<file path="config.mk">
export PLATFORM = sky130hd
export DESIGN_NAME = dma_prio_arb
export DESIGN_NICKNAME = d
export VERILOG_FILES = /design/src/rtl/dma_arb_pkg.sv /design/src/rtl/dma_arb_flag.sv /design/src/rtl/dma_arb_csr.sv /design/src/rtl/dma_arb_pick.sv /design/src/rtl/dma_prio_arb.sv
export SDC_FILE = /design/constraint.sdc
export NUM_CORES = 1
export LEC_CHECK = 0
export ABC_AREA = 1
export BUFFER_PORTS_ARGS = -buffer_cell sky130_fd_sc_hd__buf_4
export CAP_MARGIN = 20
export CORE_AREA = 8 8 61 76
export CTS_CLUSTER_DIAMETER = 30
export DETAILED_ROUTE_END_ITERATION = 12
export DIE_AREA = 0 0 69 84
export HOLD_SLACK_MARGIN = 0.02
export MAX_ROUTING_LAYER = met4
export PLACE_DENSITY = 0.62
export SETUP_SLACK_MARGIN = 0.02
export SYNTH_ARGS = -nofsm -noshare
export SYNTH_HDL_FRONTEND = slang
export SYNTH_HIERARCHICAL = 1
export SYNTH_SLANG_ARGS = --single-unit
</file>
<file path="constraint.sdc">
create_clock -name clk_i -period 2.55 [get_ports clk_i]
set_clock_uncertainty 0.2 [all_clocks]
set_input_delay 0.765 -clock clk_i [delete_from_list [all_inputs] [get_ports clk_i]]
set_output_delay 0.765 -clock clk_i [all_outputs]
set_load 0.01 [all_outputs]
</file>
<file path="src/rtl/dma_arb_pkg.sv">
package dma_arb_pkg;
  localparam int unsigned N_CH     = 4;
  localparam int unsigned CH_W     = $clog2(N_CH);
  localparam int unsigned REG_W    = 16;
  localparam int unsigned MODE_LSB = 8;
  localparam int unsigned FLAG_LSB = 1;  // bit 1: interrupt flag, bit 2: address flag
  localparam int unsigned N_FLAG   = 2;

  typedef enum logic [1:0] {
    MODE_LINEAR = 2'b00,
    MODE_SKEW_A = 2'b01,
    MODE_SKEW_B = 2'b10,
    MODE_ROTATE = 2'b11
  } arb_mode_e;

  // channel occupying a given rank (0 = highest)
  function automatic logic [CH_W-1:0] rank_to_ch(arb_mode_e m, logic [CH_W-1:0] rank,
                                                 logic [CH_W-1:0] head);
    logic [CH_W-1:0] ch;
    unique case (m)
      MODE_LINEAR: ch = rank;
      MODE_SKEW_A: ch = (rank == 2'd0) ? 2'd0 : (rank == 2'd1) ? 2'd2 :
                        (rank == 2'd2) ? 2'd3 : 2'd1;
      MODE_SKEW_B: ch = (rank == 2'd0) ? 2'd2 : (rank == 2'd1) ? 2'd0 :
                        (rank == 2'd2) ? 2'd1 : 2'd3;
      default:     ch = head + rank;
    endcase
    return ch;
  endfunction

  function automatic logic [CH_W-1:0] oh_to_idx(logic [N_CH-1:0] oh);
    logic [CH_W-1:0] idx;
    idx = '0;
    for (int i = 0; i < N_CH; i++) if (oh[i]) idx = CH_W'(i);
    return idx;
  endfunction
endpackage

</file>
<file path="src/rtl/dma_arb_flag.sv">
module dma_arb_flag (
  input  logic clk_i,
  input  logic rst_ni,
  input  logic set_i,
  input  logic rd_i,
  input  logic wr_i,
  input  logic wbit_i,
  output logic flag_o
);
  logic flag_q, arm_q;

  always_ff @(posedge clk_i or negedge rst_ni) begin
    if (!rst_ni) begin
      flag_q <= 1'b0;
      arm_q  <= 1'b0;
    end else begin
      if (set_i)                          flag_q <= 1'b1;  // event wins over clear
      else if (wr_i && arm_q && !wbit_i)  flag_q <= 1'b0;
      if (wr_i)                           arm_q  <= 1'b0;  // any write consumes arming
      else if (rd_i && flag_q)            arm_q  <= 1'b1;
    end
  end

  assign flag_o = flag_q;
endmodule

</file>
<file path="src/rtl/dma_arb_csr.sv">
module dma_arb_csr
  import dma_arb_pkg::*;
(
  input  logic             clk_i,
  input  logic             rst_ni,
  input  logic             cpu_sel_i,
  input  logic             cpu_we_i,
  input  logic [REG_W-1:0] cpu_wdata_i,
  input  logic             addr_err_i,
  input  logic             nmi_i,
  output arb_mode_e        mode_o,
  output logic             suspend_o,
  output logic [REG_W-1:0] rdata_o
);
  logic             rd, wr;
  arb_mode_e        mode_q;
  logic [N_FLAG-1:0] set_vec, flag_vec;

  assign rd      = cpu_sel_i && !cpu_we_i;
  assign wr      = cpu_sel_i &&  cpu_we_i;
  assign set_vec = {addr_err_i, nmi_i};

  always_ff @(posedge clk_i or negedge rst_ni) begin
    if (!rst_ni)  mode_q <= MODE_LINEAR;
    else if (wr)  mode_q <= arb_mode_e'(cpu_wdata_i[MODE_LSB +: 2]);
  end

  for (genvar g = 0; g < N_FLAG; g++) begin : g_flag
    dma_arb_flag u_flag (
      .clk_i  (clk_i),
      .rst_ni (rst_ni),
      .set_i  (set_vec[g]),
      .rd_i   (rd),
      .wr_i   (wr),
      .wbit_i (cpu_wdata_i[FLAG_LSB+g]),
      .flag_o (flag_vec[g])
    );
  end

  always_comb begin
    rdata_o                        = '0;
    rdata_o[MODE_LSB +: 2]         = mode_q;
    rdata_o[FLAG_LSB +: N_FLAG]    = flag_vec;
  end

  assign mode_o    = mode_q;
  assign suspend_o = |flag_vec;
endmodule

</file>
<file path="src/rtl/dma_arb_pick.sv">
module dma_arb_pick
  import dma_arb_pkg::*;
(
  input  logic [N_CH-1:0] req_i,
  input  arb_mode_e       mode_i,
  input  logic [CH_W-1:0] head_i,
  output logic            valid_o,
  output logic [N_CH-1:0] pick_o
);
  logic [CH_W-1:0] ch;

  always_comb begin
    pick_o  = '0;
    valid_o = 1'b0;
    ch      = '0;
    for (int r = 0; r < N_CH; r++) begin
      ch = rank_to_ch(mode_i, CH_W'(r), head_i);
      if (!valid_o && req_i[ch]) begin
        pick_o[ch] = 1'b1;
        valid_o    = 1'b1;
      end
    end
  end
endmodule

</file>
<file path="src/rtl/dma_prio_arb.sv">
module dma_prio_arb
  import dma_arb_pkg::*;
(
  input  logic             clk_i,
  input  logic             rst_ni,
  input  logic [N_CH-1:0]  req_i,
  input  logic             done_i,
  input  logic             addr_err_i,
  input  logic             nmi_i,
  input  logic             cpu_sel_i,
  input  logic             cpu_we_i,
  input  logic [REG_W-1:0] cpu_wdata_i,
  output logic [REG_W-1:0] cpu_rdata_o,
  output logic [N_CH-1:0]  gnt_o
);
  arb_mode_e       mode;
  logic            suspend, pick_valid;
  logic [N_CH-1:0] pick, gnt_q;
  logic [CH_W-1:0] head_q;

  dma_arb_csr u_csr (
    .clk_i       (clk_i),
    .rst_ni      (rst_ni),
    .cpu_sel_i   (cpu_sel_i),
    .cpu_we_i    (cpu_we_i),
    .cpu_wdata_i (cpu_wdata_i),
    .addr_err_i  (addr_err_i),
    .nmi_i       (nmi_i),
    .mode_o      (mode),
    .suspend_o   (suspend),
    .rdata_o     (cpu_rdata_o)
  );

  dma_arb_pick u_pick (
    .req_i   (req_i),
    .mode_i  (mode),
    .head_i  (head_q),
    .valid_o (pick_valid),
    .pick_o  (pick)
  );

  always_ff @(posedge clk_i or negedge rst_ni) begin
    if (!rst_ni) begin
      gnt_q  <= '0;
      head_q <= '0;
    end else if (|gnt_q) begin
      if (done_i) begin
        gnt_q  <= '0;
        head_q <= oh_to_idx(gnt_q) + 1'b1;
      end
    end else if (!suspend && pick_valid) begin
      gnt_q <= pick;
    end
  end

  assign gnt_o = gnt_q;
endmodule

</file>
==> Yosys cells after proc, flatten, opt, wreduce, memory -nomap -nowiden <==
Cells that the tools add are included.
Widths: inputs -> output; s select.
{ "totals": {"in_bits": 27, "n_memories": 0, "romBits": 0, "mem_bits_rw": 0, "ff_bits": 12, "out_inout_bits": 20, "latch_bits": 0} }
{ "op_classes": {"n_addsub": 4, "bitwise": 3, "div": 0, "mul": 0, "n_lt_le_gt_ge": 8, "reduce_logical": 35, "muxes": 44, "shift": 0, "eq_ne": 3} }
{ "ops": {"columns": ["cell", "n"], "rows": [
  ["$mux 4", 7],
  ["$mux 1", 21],
  ["$logic_and 1x1->1", 16],
  ["$lt 2x3->1 const B", 4],
  ["$or 4x4->4", 3],
  ["$pmux 2 s3", 2],
  ["$reduce_bool 2->1", 5],
  ["$bmux 1 s2", 4],
  ["$demux 1 s2", 4],
  ["$ge 2x1->1 const B", 4],
  ["$mux 2", 4],
  ["$pmux 2 s2", 2],
  ["$logic_not 1->1", 7],
  ["$reduce_or 2->1", 3],
  ["$add 2x1->2 const B", 2],
  ["$add 2x2->2 const B", 2],
  ["$reduce_and 2->1", 2],
  ["$reduce_or 4->1", 1],
  ["$eq 2x1->1 const B", 1],
  ["$eq 2x2->1 const B", 1],
  ["$logic_not 2->1", 1],
  ["$ne 2x2->1 const B", 1]
]} }

==> Logic depth before layout (Yosys ltp) <==
Gate-level depths: netlist (run 1).
{ "logic_depth": {"depth_word": 18, "ltp_mapped": 15, "ltp_nobuf": 15} }

==> Cells and area by module <==
Netlist (run 1), hierarchy kept.
{ "by_module_without_submodules": {"columns": ["module", "area_each_um2", "cells_per_inst", "n_inst"], "rows": [
  ["dma_arb_pick", 674.4, 122, 1],
  ["dma_prio_arb", 304.0, 33, 1],
  ["dma_arb_csr", 207.7, 28, 1],
  ["dma_arb_flag", 78.8, 9, 2]
]} }

==> Worst setup path before layout (run 1) <==
Ideal clock, no wire load.
{ "synth_path": {"path_type": "flip-flop to flip-flop", "start": "register u_csr.mode_q[0], in the netlist u_csr/mode_o[0]", "end": "register gnt_q[1], in the netlist gnt_o[1]", "arrival_time_ns": 1.876, "path_slack_ns": 0.356, "path_stages_with_launch": 13, "period_less_slack_ns": 2.194, "path_cell_list": "dfrtp_1 ha_1 or2_2 nand2_1 nand2_2 nand2_4 nor2_8 nand3_1 inv_1 nor2_2 nand3_2 nand3_1 nand2_1"} }
{ "synth_via": {"elab_chain_len": 18, "word_cells_on_any_way": 59, "classes_between": "8 x order compare; 2 x eq/ne; 30 x mux; 3 x bitwise; 16 x reduce/logical"} }
{ "synth_lines": {"columns": ["element", "line_no", "source"], "rows": [
  ["from (decl)", "dma_arb_csr.sv:16", "arb_mode_e mode_q;"],
  ["from (signal assigned)", "dma_arb_csr.sv:25", "else if (wr) mode_q <= arb_mode_e'(cpu_wdata_i[MODE_LSB +: 2]);"],
  ["$eq 2x1->1 / $logic_not 2->1 (equally long branches)", "dma_arb_pkg.sv:20", "unique case (m)"],
  ["$reduce_or 2->1 (no source line)", null, null],
  ["$pmux 2 s2", "dma_arb_pkg.sv:20", null],
  ["$bmux 1 s2", "dma_arb_pick.sv:18", "if (!valid_o && req_i[ch]) begin"],
  ["$mux 1 (not written as such)", "dma_arb_pick.sv:18", null],
  ["$mux 1", "dma_arb_pick.sv:18", null],
  ["$logic_not 1->1", "dma_arb_pick.sv:18", null],
  ["$logic_and 1x1->1", "dma_arb_pick.sv:18", null],
  ["[... 3 more ...]", null, null],
  ["$mux 1", "dma_arb_pick.sv:18", null],
  ["$logic_not 1->1", "dma_arb_pick.sv:18", null],
  ["$logic_and 1x1->1", "dma_arb_pick.sv:18", null],
  ["$mux 1 (*)", "dma_arb_pick.sv:18", null],
  ["named net pick_valid", "dma_prio_arb.sv:17", "logic suspend, pick_valid;"],
  ["$logic_and 1x1->1 (*)", "dma_prio_arb.sv:51", "end else if (!suspend && pick_valid) begin"],
  ["$reduce_bool 2->1 (no source line) (*)", null, null],
  ["$reduce_and 2->1 (no source line) (*)", null, null],
  ["to (signal assigned)", "dma_prio_arb.sv:52", "gnt_q <= pick;"],
  ["to (decl)", "dma_prio_arb.sv:18", "logic [N_CH-1:0] pick, gnt_q;"]
]} }
Mark *: on every way through the listed nets, which the timed path passes. The rest lies on a longest branch. The select of a mux whose other input is x is not followed.
A chain may end at the register's enable or synchronous reset.

==> Worst setup path in the final report (run 1) <==
Ends and elaborated chain as after synthesis.

==> run_results.csv, run 1 <==
group,metric,value,unit
yosys,yosysWarnings,6,
cts,clock_latency,230,ps
layout,register_area,302,um2
critical_path,crit_path_max_incr_delay,410,ps
cts,cts_buffer_depth,2,
critical_path,r2r-end,"gnt_o[1]",
layout,final_cells,263,
cts,holdBufCountCts,0,
global_routing,grt_usage,0.101,
sta,slew_violations,0,
placement,hpwl,2.44,mm
placement,io_buffers,22,
layout,multiInputGateArea,867,um2
critical_path,reg2reg_slack,270,ps
critical_path,crit_start,"u_csr/mode_o[0]",
cts,cts_max_level,1,
critical_path,worstPathCellList,"inv_1, ha_1, inv_1, nand2_1, o21ai_4, inv_1, nand2_1, nand2_4, nand3_1, inv_1, nor2_4, nand3_2, nand3_1, nand2_1",
power_and_ir_drop,ir_drop,391,uV
critical_path,crit_top_cell,"inv_1",
critical_path,cp.required,2470,ps
layout,diodes,0,
drt,ant_nets,0,
global_routing,grt_max_degree,13,
critical_path,reg2reg_depth,14,
critical_path,crit_slowest_cell,"dfrtp_2",
drt,drt_iter0_drc,46,
cts,cts_tree,"built",
yosys,syn-cell-area,0.00134,mm2
hold_path,hold_path_class,"primary input to asynchronous set/reset pin",
layout,drive_gt1_frac,0.286,
layout,fillers,382,
layout,final_common_cell,"nand2_1",
floorplanning,pin_count,47,
floorplanning,coreArea,0.00342,mm2
global_routing,overflow,0,
critical_path,path_max_fanout,6,
sta,period_minus_slack,2280,ps
critical_path,worstSetupEndpointType,"flop",
critical_path,crit_type,"flop to flop",
yosys,ys_seq_elements,12,
sta,max_freq,0.439,GHz
cts,clockRootBuffer,"clkbuf_8",
layout,syn_to_final_growth,15.7,%
global_routing,antenna_found_initial,0,
power_and_ir_drop,p_sw,0.414,mW
floorplanning,start_util,0.393,
drt,viasPerCell,4.68,
drt,wire_per_inst,11.1,um
floorplanning,die-height,84,um
layout,nets,259,
floorplanning,dieWidth,69,um
yosys,seq_area_frac_synth,0.223,
power_and_ir_drop,switching_share,0.455,
power_and_ir_drop,p_clk_frac,0.181,
sta,rsz0062_at_grt,"false",
cts,clk_pin_slew_worst_paths,50,ps
cts,cts.sinks,12,
global_routing,grt_pass1_vias,1232,
yosys,syn_avg_cell_area,6.69,um2
sta,setup_viol,0,
power_and_ir_drop,leakagePower,0.881,nW
drt,drcViolationCount,0,
layout,stdcell_area,0.00156,mm2
drt,vias,1230,
drt,wl,2.92,mm
critical_path,critPathCapture,"gnt_o[1]",
critical_path,worstReg2RegStart,"u_csr/mode_o[0]",
yosys,synth_cells,201,
power_and_ir_drop,p_int,0.496,mW
placement,dp_cells,260,
power_and_ir_drop,power_density,585,mW/mm2
global_routing,grt_pass1_wl,5.05,mm
power_and_ir_drop,p_comb_frac,0.527,
layout,mostFrequentLayoutCells,"48 x nand2_1, 25 x inv_1, 24 x nand3_1, 24 x buf_4, 13 x nor2_1",
cts,cts_buffers,3,
drt,detail_route.first_pass.iterations,4,
sta,fin_tns_setup,0,ps
yosys,synth.distinct_cells,25,
power_and_ir_drop,seq_power_share,0.291,
floorplanning,rows,24,
critical_path,critPathTopFamily,"simple AND/OR/NAND/NOR gates",
critical_path,worstPathArrival,2200,ps
critical_path,crit_buf_inv,4,
job,max_cap_violations,0,
critical_path,crit_cells,14,
placement,gp_congestion,0.847,
sta,final-hold-violation-count,0,
status,status,"complete, no violations",
critical_path,cp-start-kind,"flop",
sta,period_share,0.894,
placement,placed_area,0.00150,mm2
floorplanning,die-area,0.00580,mm2
==> sequential cells by signal, summed over array words and instances (netlist names) <==
name	count
gnt_o	4
head_q	2
u_csr/g_flag.u_flag/arm_q	2
u_csr/g_flag.u_flag/flag_o	2
u_csr/mode_o	2
==> worst min path at each step <==
stage / cells after the start / endpoint / start / slack, ps
floorplan: 2 / u_csr/g_flag[0].u_flag/arm_q / u_csr/g_flag[0].u_flag/arm_q / 260
finish: 1 / gnt_o[1] / rst_ni / 160
CTS: 1 / gnt_o[1] / rst_ni / 150
global route: 1 / gnt_o[2] / rst_ni / 160
global placement: 2 / u_csr/g_flag[1].u_flag/arm_q / u_csr/g_flag[1].u_flag/arm_q / 280
detailed placement: 2 / u_csr/g_flag[0].u_flag/arm_q / u_csr/g_flag[0].u_flag/arm_q / 290
==> Yosys cell counts, drive strengths merged <==
| master | count | area (um2) |
|---|---|---|
| inv | 29 | 111 |
| conb | 1 | 3.75 |
| nand2 | 64 | 300 |
| nand4 | 10 | 62.6 |
| o21ai | 10 | 57.6 |
| a21oi | 3 | 15.0 |
| or2 | 2 | 12.5 |
| ha | 6 | 75.1 |
| nand3 | 30 | 180 |
| nor2 | 18 | 104 |
| buf | 15 | 116 |
| clkinv | 1 | 5.00 |
| dfrtp | 12 | 300 |
==> per-layer routing <==
metal / track usage / share of wire
met1: 0.112 / 0.45
met2: 0.179 / 0.51
met3: 0.0119 / 0.027
met4: 0.0393 / 0.015
met5: - / 0
==> worst register-to-register path: cells and delay by family, from the launching register on <==
| family | cells | cell delay, ps |
|---|---|---|
| simple gates | 8 | 790 |
| flops | 1 | 410 |
| buf+inv | 4 | 310 |
| fa+ha+maj | 1 | 240 |
| compound gates | 1 | 210 |
==> kinds of logic (layout without fill, tap and decap cells) <==
group                    after synthesis  in the layout  share of synthesized area
AND/OR/NAND/NOR                      124            124                      0.491
buffers and inverters                 45             57                      0.173
AO/OA/AOI/OAI                         13             13                     0.0540
flip-flops                            12             12                      0.223
adder cells (fa/ha/maj)                6              6                     0.0559
other                                  1             12                    0.00279
==> power groups by stage <==
stage	clock network (mW)	registers, mW	logic, mW
finish	0.165	0.265	0.479
global route	0.181	0.272	0.545
CTS	0.176	0.264	0.477
detailed placement	0	0.267	0.475
global placement	0	0.267	0.471
floorplan	0	0.261	0.383
==> what timing repair did <==
| action | 4_1_cts | 5_1_grt |
|---|---|---|
| setup endpoints to repair | 0 | 4 |
| setup buffers | 0 | 0 |
| gates resized for setup | 0 | 4 |
==> per-stage QoR <==
step / power, mW / util / setup WS [ps] / hold slack (ps)
CTS: 0.917 / 0.450 / 64.9 / 153
global route: 0.997 / 0.454 / 36.6 / 164
global placement: 0.738 / 0.438 / 94.5 / 282
detailed placement: 0.742 / 0.438 / 74.4 / 295
finish: 0.909 / 0.454 / 271 / 158
floorplan: 0.644 / - / 356 / 263
==> cell type report <==
type                       count  area share
multi-input combinational    155       0.558
sequential                    12       0.194
tap                           39      0.0314
clock buffer                   3      0.0265
timing repair buffer          24       0.116
inverter                      30      0.0748
No activity file was read; power rests on OpenSTA's default activity.
==> run 2, diff against run 1 <==
Settings changed: CORE_AREA 8 8 61 76 to 2 2 55 70, DIE_AREA 0 0 69 84 to 0 0 57 72.
Clock period 2.55 ns to 2.5 ns, I/O delays scaled along.
==> run 2 against run 1 <==
Effect of this change: worst hold slack worse by 19 ps; clock-buffer cell count grew 1; register-to-register slack lost 20 ps; maximum frequency grew 1.2%; die area is 29% lower; critical path depth shrank 1; combinational power up 4%; via count rose by 1.1%; flip-flop and latch count unchanged; design area grew 2.4%; global-route usage rose by 4.1 points; critical path type unchanged.
==> run_results.csv, run 2 (synthesis gave the netlist of run 1 again) <==
group,metric,value,unit
status,status,"complete, no violations",
sta,rsz0062_at_grt,"false",
layout,mostFrequentLayoutCells,"47 x nand2_1, 25 x inv_1, 25 x buf_4",
floorplanning,pin_count,47,
global_routing,grt_pass1_vias,1134,
drt,ant_nets,0,
placement,io_buffers,22,
drt,wire_per_inst,10.1,um
critical_path,cp-start-kind,"flop",
sta,slew_violations,0,
global_routing,grt_usage,0.142,
global_routing,grt_max_degree,13,
placement,gp_congestion,0.878,
drt,viasPerCell,4.69,
cts,cts_tree,"built",
critical_path,worstPathCellList,"inv_1, ha_1, or2_2, nand2_1, nand2_2, nand2_4, nor2_8, nand3_1, inv_1, nor2_4, nand3_2, nand3_1, nand2_1",
global_routing,overflow,0,
sta,setup_viol,0,
cts,cts_buffers,3,
layout,diodes,0,
sta,max_freq,0.444,GHz
critical_path,path_max_fanout,9,
cts,clk_pin_slew_worst_paths,50,ps
power_and_ir_drop,ir_drop,392,uV
sta,final-hold-violation-count,0,
layout,register_area,303,um2
sta,period_minus_slack,2250,ps
layout,fillers,375,
floorplanning,rows,24,
critical_path,reg2reg_slack,250,ps
cts,clockRootBuffer,"clkbuf_8",
drt,detail_route.first_pass.iterations,4,
job,max_cap_violations,0,
global_routing,grt_pass1_wl,4.64,mm
critical_path,crit_path_max_incr_delay,440,ps
cts,cts_max_level,1,
drt,drcViolationCount,0,
layout,final_cells,265,
critical_path,crit_type,"flop to flop",
placement,dp_cells,261,
layout,nets,260,
cts,cts_buffer_depth,2,
sta,period_share,0.901,
critical_path,worstPathArrival,2180,ps
drt,wl,2.68,mm
hold_path,hold_path_class,"primary input to asynchronous set/reset pin",
layout,final_common_cell,"nand2_1",
floorplanning,dieWidth,57,um
cts,cts_setup_buffers,0,
power_and_ir_drop,leakagePower,0.892,nW
cts,clock_latency,240,ps
floorplanning,die-height,72,um
power_and_ir_drop,power_density,614,mW/mm2
critical_path,crit_slowest_cell,"dfrtp_2",
placement,hpwl,2.20,mm
critical_path,cp.required,2420,ps
floorplanning,die-area,0.00410,mm2
critical_path,worstSetupEndpointType,"flop",
floorplanning,start_util,0.393,
layout,multiInputGateArea,882,um2
layout,drive_gt1_frac,0.305,
cts,holdBufCountCts,0,
global_routing,antenna_found_initial,0,
layout,syn_to_final_growth,18.5,%
floorplanning,coreArea,0.00342,mm2
layout,largest_reg_flops,4,
drt,vias,1243,
sta,fin_tns_setup,0,ps
cts,cts.sinks,12,
drt,drt_iter0_drc,43,
==> run 2: cell types whose count changed in the layout (fill, tap and decap cells not counted) <==
cell and delta:
nand2_2 +1, nand2_1 -1, buf_4 +1, clkbuf_8 +1
ha_4 +1, dfrtp_1 -1, dfrtp_2 +1, ha_1 -1
==> run 2: cell type report <==
| class | instances | area share |
|---|---|---|
| Clock buffer | 4 | 0.0346 |
| Inverter | 30 | 0.0731 |
| Timing Repair Buffer | 25 | 0.118 |
| Sequential cell | 12 | 0.190 |
| Multi-Input combinational cell | 155 | 0.554 |
| Tap cell | 39 | 0.0306 |
==> run 2: power by group <==
group	internal [mW]	total [mW]	switching [mW]	leakage (nW)
sequential	0.224	0.274	0.0498	0.145
clock	0.139	0.207	0.0682	0.0288
combinational	0.186	0.496	0.310	0.718
total	0.549	0.977	0.428	0.892
==> run 2: through the flow <==
stage	utilization	setup slack, ps	hold WS (ps)	cell area, um2	total power [mW]
2_1_floorplan	-	306	254	1390	0.657
3_3_place_gp	0.440	79.6	280	1510	0.759
3_5_place_dp	0.440	81.2	293	1510	0.761
4_1_cts	0.456	61.3	136	1560	0.975
5_1_grt	0.465	76.0	141	1590	1.07
6_report	0.465	249	139	1590	0.977
==> run 2: final timing paths <==
path	startpoint	end	depth (start not counted)
setup / recovery	u_csr/mode_o[1]	gnt_o[2]	13
hold / removal	rst_ni	u_csr/g_flag[1].u_flag/arm_q	1
setup reg to reg	u_csr/mode_o[1]	gnt_o[2]	13
hold reg to reg	u_csr/g_flag[1].u_flag/arm_q	u_csr/g_flag[1].u_flag/arm_q	2
max in group asynchronous	rst_ni	u_csr/mode_o[0]	1
min in group clk_i	u_csr/g_flag[1].u_flag/arm_q	u_csr/g_flag[1].u_flag/arm_q	2
==> run 2: routing by layer <==
layer / wire length [um] / part of all wire / track usage / vias to the layer above
met5: 0 / 0 / - / -
met2: 1370 / 0.51 / 0.239 / 25
met3: 93 / 0.035 / 0.0125 / 2
met1: 1210 / 0.45 / 0.174 / 552
li1: - / - / - / 664
met4: 13 / 0.0048 / 0.0620 / 0
==> run 2: repair_timing <==
action | CTS | global route
hold endpoints to repair | 0 | 0
setup endpoints to repair | 0 | 4
resized for setup | 0 | 8
==> run 2: worst max-delay path: cells and delay by family, from the launching register on <==
family        cells  cell delay, ps
simple gates     10            1110
flops             1             440
fa+ha+maj         1             220
buf+inv           2             150
==> run 3, diff against run 2 <==
Settings changed: CTS_BUF_LIST set to sky130_fd_sc_hd__clkbuf_16.
==> run 3 against run 2 <==
Effect of this change: clock power grew 39%; final cell count is the same; critical path depth is the same; routed wire length shrank 0.82%; die area is the same; sequential share of layout area shrank 0.28 points; flip-flop and latch count is the same; total power grew 8.3%; global-route usage shrank 0.23 points; critical path type unchanged.
==> run_results.csv, run 3 (synthesis gave the netlist of run 1 again) <==
group,metric,value,unit
status,status,"complete, no violations",
floorplanning,dieWidth,57,um
drt,wl,2.66,mm
placement,dp_cells,261,
drt,ant_nets,0,
sta,setup_viol,0,
layout,mostFrequentLayoutCells,"47 x nand2_1, 25 x inv_1, 25 x buf_4",
floorplanning,die-area,0.00410,mm2
sta,rsz0062_at_grt,"false",
layout,fillers,375,
drt,vias,1256,
sta,final-hold-violation-count,0,
floorplanning,die-height,72,um
power_and_ir_drop,ir_drop,513,uV
cts,clk_pin_slew_worst_paths,40,ps
floorplanning,rows,24,
global_routing,grt.busiest_layer,"met2",
critical_path,critPathTopFamily,"simple AND/OR/NAND/NOR gates",
layout,diodes,0,
placement,hpwl,2.20,mm
global_routing,use_met1,0.175,
critical_path,worstPathCellList,"inv_1, ha_1, or2_2, nand2_1, nand2_2, nand2_4, nor2_8, nand3_1, inv_1, nor2_4, nand3_2, nand3_1, nand2_1",
global_routing,grt_max_degree,13,
critical_path,cp.required,2420,ps
cts,clockRootBuffer,"clkbuf_16",
layout,register_area,303,um2
layout,largest_reg_flops,4,
layout,final_common_cell,"nand2_1",
cts,holdBufCountCts,0,
sta,fin_tns_setup,0,ps
global_routing,overflow,0,
cts,cts.sinks,12,
cts,cts_setup_buffers,0,
critical_path,crit_slowest_cell,"dfrtp_2",
layout,drive_gt1_frac,0.301,
drt,wire_per_inst,10.0,um
floorplanning,pin_count,47,
cts,clock_latency,240,ps
layout,final_cells,265,
cts,cts_resized,0,
power_and_ir_drop,leakagePower,0.902,nW
drt,detail_route.first_pass.iterations,4,
global_routing,use_met3,0.00713,
critical_path,crit_buf_inv,2,
critical_path,worstPathArrival,2160,ps
critical_path,crit_type,"flop to flop",
hold_path,hold_path_class,"primary input to asynchronous set/reset pin",
global_routing,grt_usage,0.140,
cts,cts_buffer_depth,2,
sta,final.setup.worst_slack,258,ps
critical_path,worstSetupEndpointType,"flop",
critical_path,cp-start-kind,"flop",
cts,cts_tree,"built",
cts,cts_buffers,3,
placement,io_buffers,22,
placement,gp_congestion,0.878,
sta,period_share,0.897,
layout,syn_to_final_growth,20.3,%
job,max_cap_violations,0,
sta,slew_violations,0,
power_and_ir_drop,power_density,655,mW/mm2
sta,period_minus_slack,2240,ps
global_routing,grt.met2_usage,0.241,
floorplanning,coreArea,0.00342,mm2
layout,multiInputGateArea,882,um2
global_routing,grt_pass1_wl,4.64,mm
layout,nets,260,
drt,drt_iter0_drc,33,
critical_path,path_max_fanout,9,
drt,viasPerCell,4.74,
cts,cts_max_level,1,
sta,whs,143,ps
global_routing,antenna_found_initial,0,
placement,post-place-ws,81.2,ps
floorplanning,start_util,0.393,
global_routing,grt_pass1_vias,1135,
critical_path,crit_path_max_incr_delay,430,ps
sta,max_freq,0.446,GHz
drt,drcViolationCount,0,
power_and_ir_drop,total_power,1.06,mW
==> run 3: changes by cell type in the layout (fill, tap and decap cells not counted), sizes merged <==
| cell | delta |
|---|---|
| clkbuf | -1 |
| clkinv | +1 |
==> run 3: final timing paths <==
path	slack, ps	depth (start not counted)	end	from
max in group asynchronous	1790	1	u_csr/mode_o[0]	rst_ni
worst min-delay path	140	1	u_csr/g_flag[1].u_flag/arm_q	rst_ni
worst max-delay path	260	13	gnt_o[1]	u_csr/mode_o[1]
min in group clk_i	300	2	u_csr/g_flag[0].u_flag/arm_q	u_csr/g_flag[0].u_flag/arm_q
worst max register to register	260	13	gnt_o[1]	u_csr/mode_o[1]
worst min register to register	300	2	u_csr/g_flag[0].u_flag/arm_q	u_csr/g_flag[0].u_flag/arm_q
==> run 3: per-stage QoR <==
stage | area (um2) | util
4_1_cts | 1580 | 0.463
6_report | 1620 | 0.472
3_3_place_gp | 1510 | 0.440
3_5_place_dp | 1510 | 0.440
5_1_grt | 1620 | 0.472
2_1_floorplan | 1390 | -
==> run 3: per-layer routing <==
metal  routed length, um  vias up
li1                    -      663
met1                1190      568
met2                1390       25
met3                  83        0
met4                   0        0
met5                   0        -
==> run 3: layout make-up <==
type	instances	area share
timing repair buffer	25	0.116
inverter	30	0.0720
clock inverter	1	0.00232
tap	39	0.0302
clock buffer	3	0.0464
multi-input combinational	155	0.546
sequential	12	0.187
==> run 3: power breakdown <==
group	switching (mW)	internal, mW	leakage, nW
combinational	0.310	0.186	0.718
clock	0.0778	0.210	0.0385
sequential	0.0501	0.225	0.145
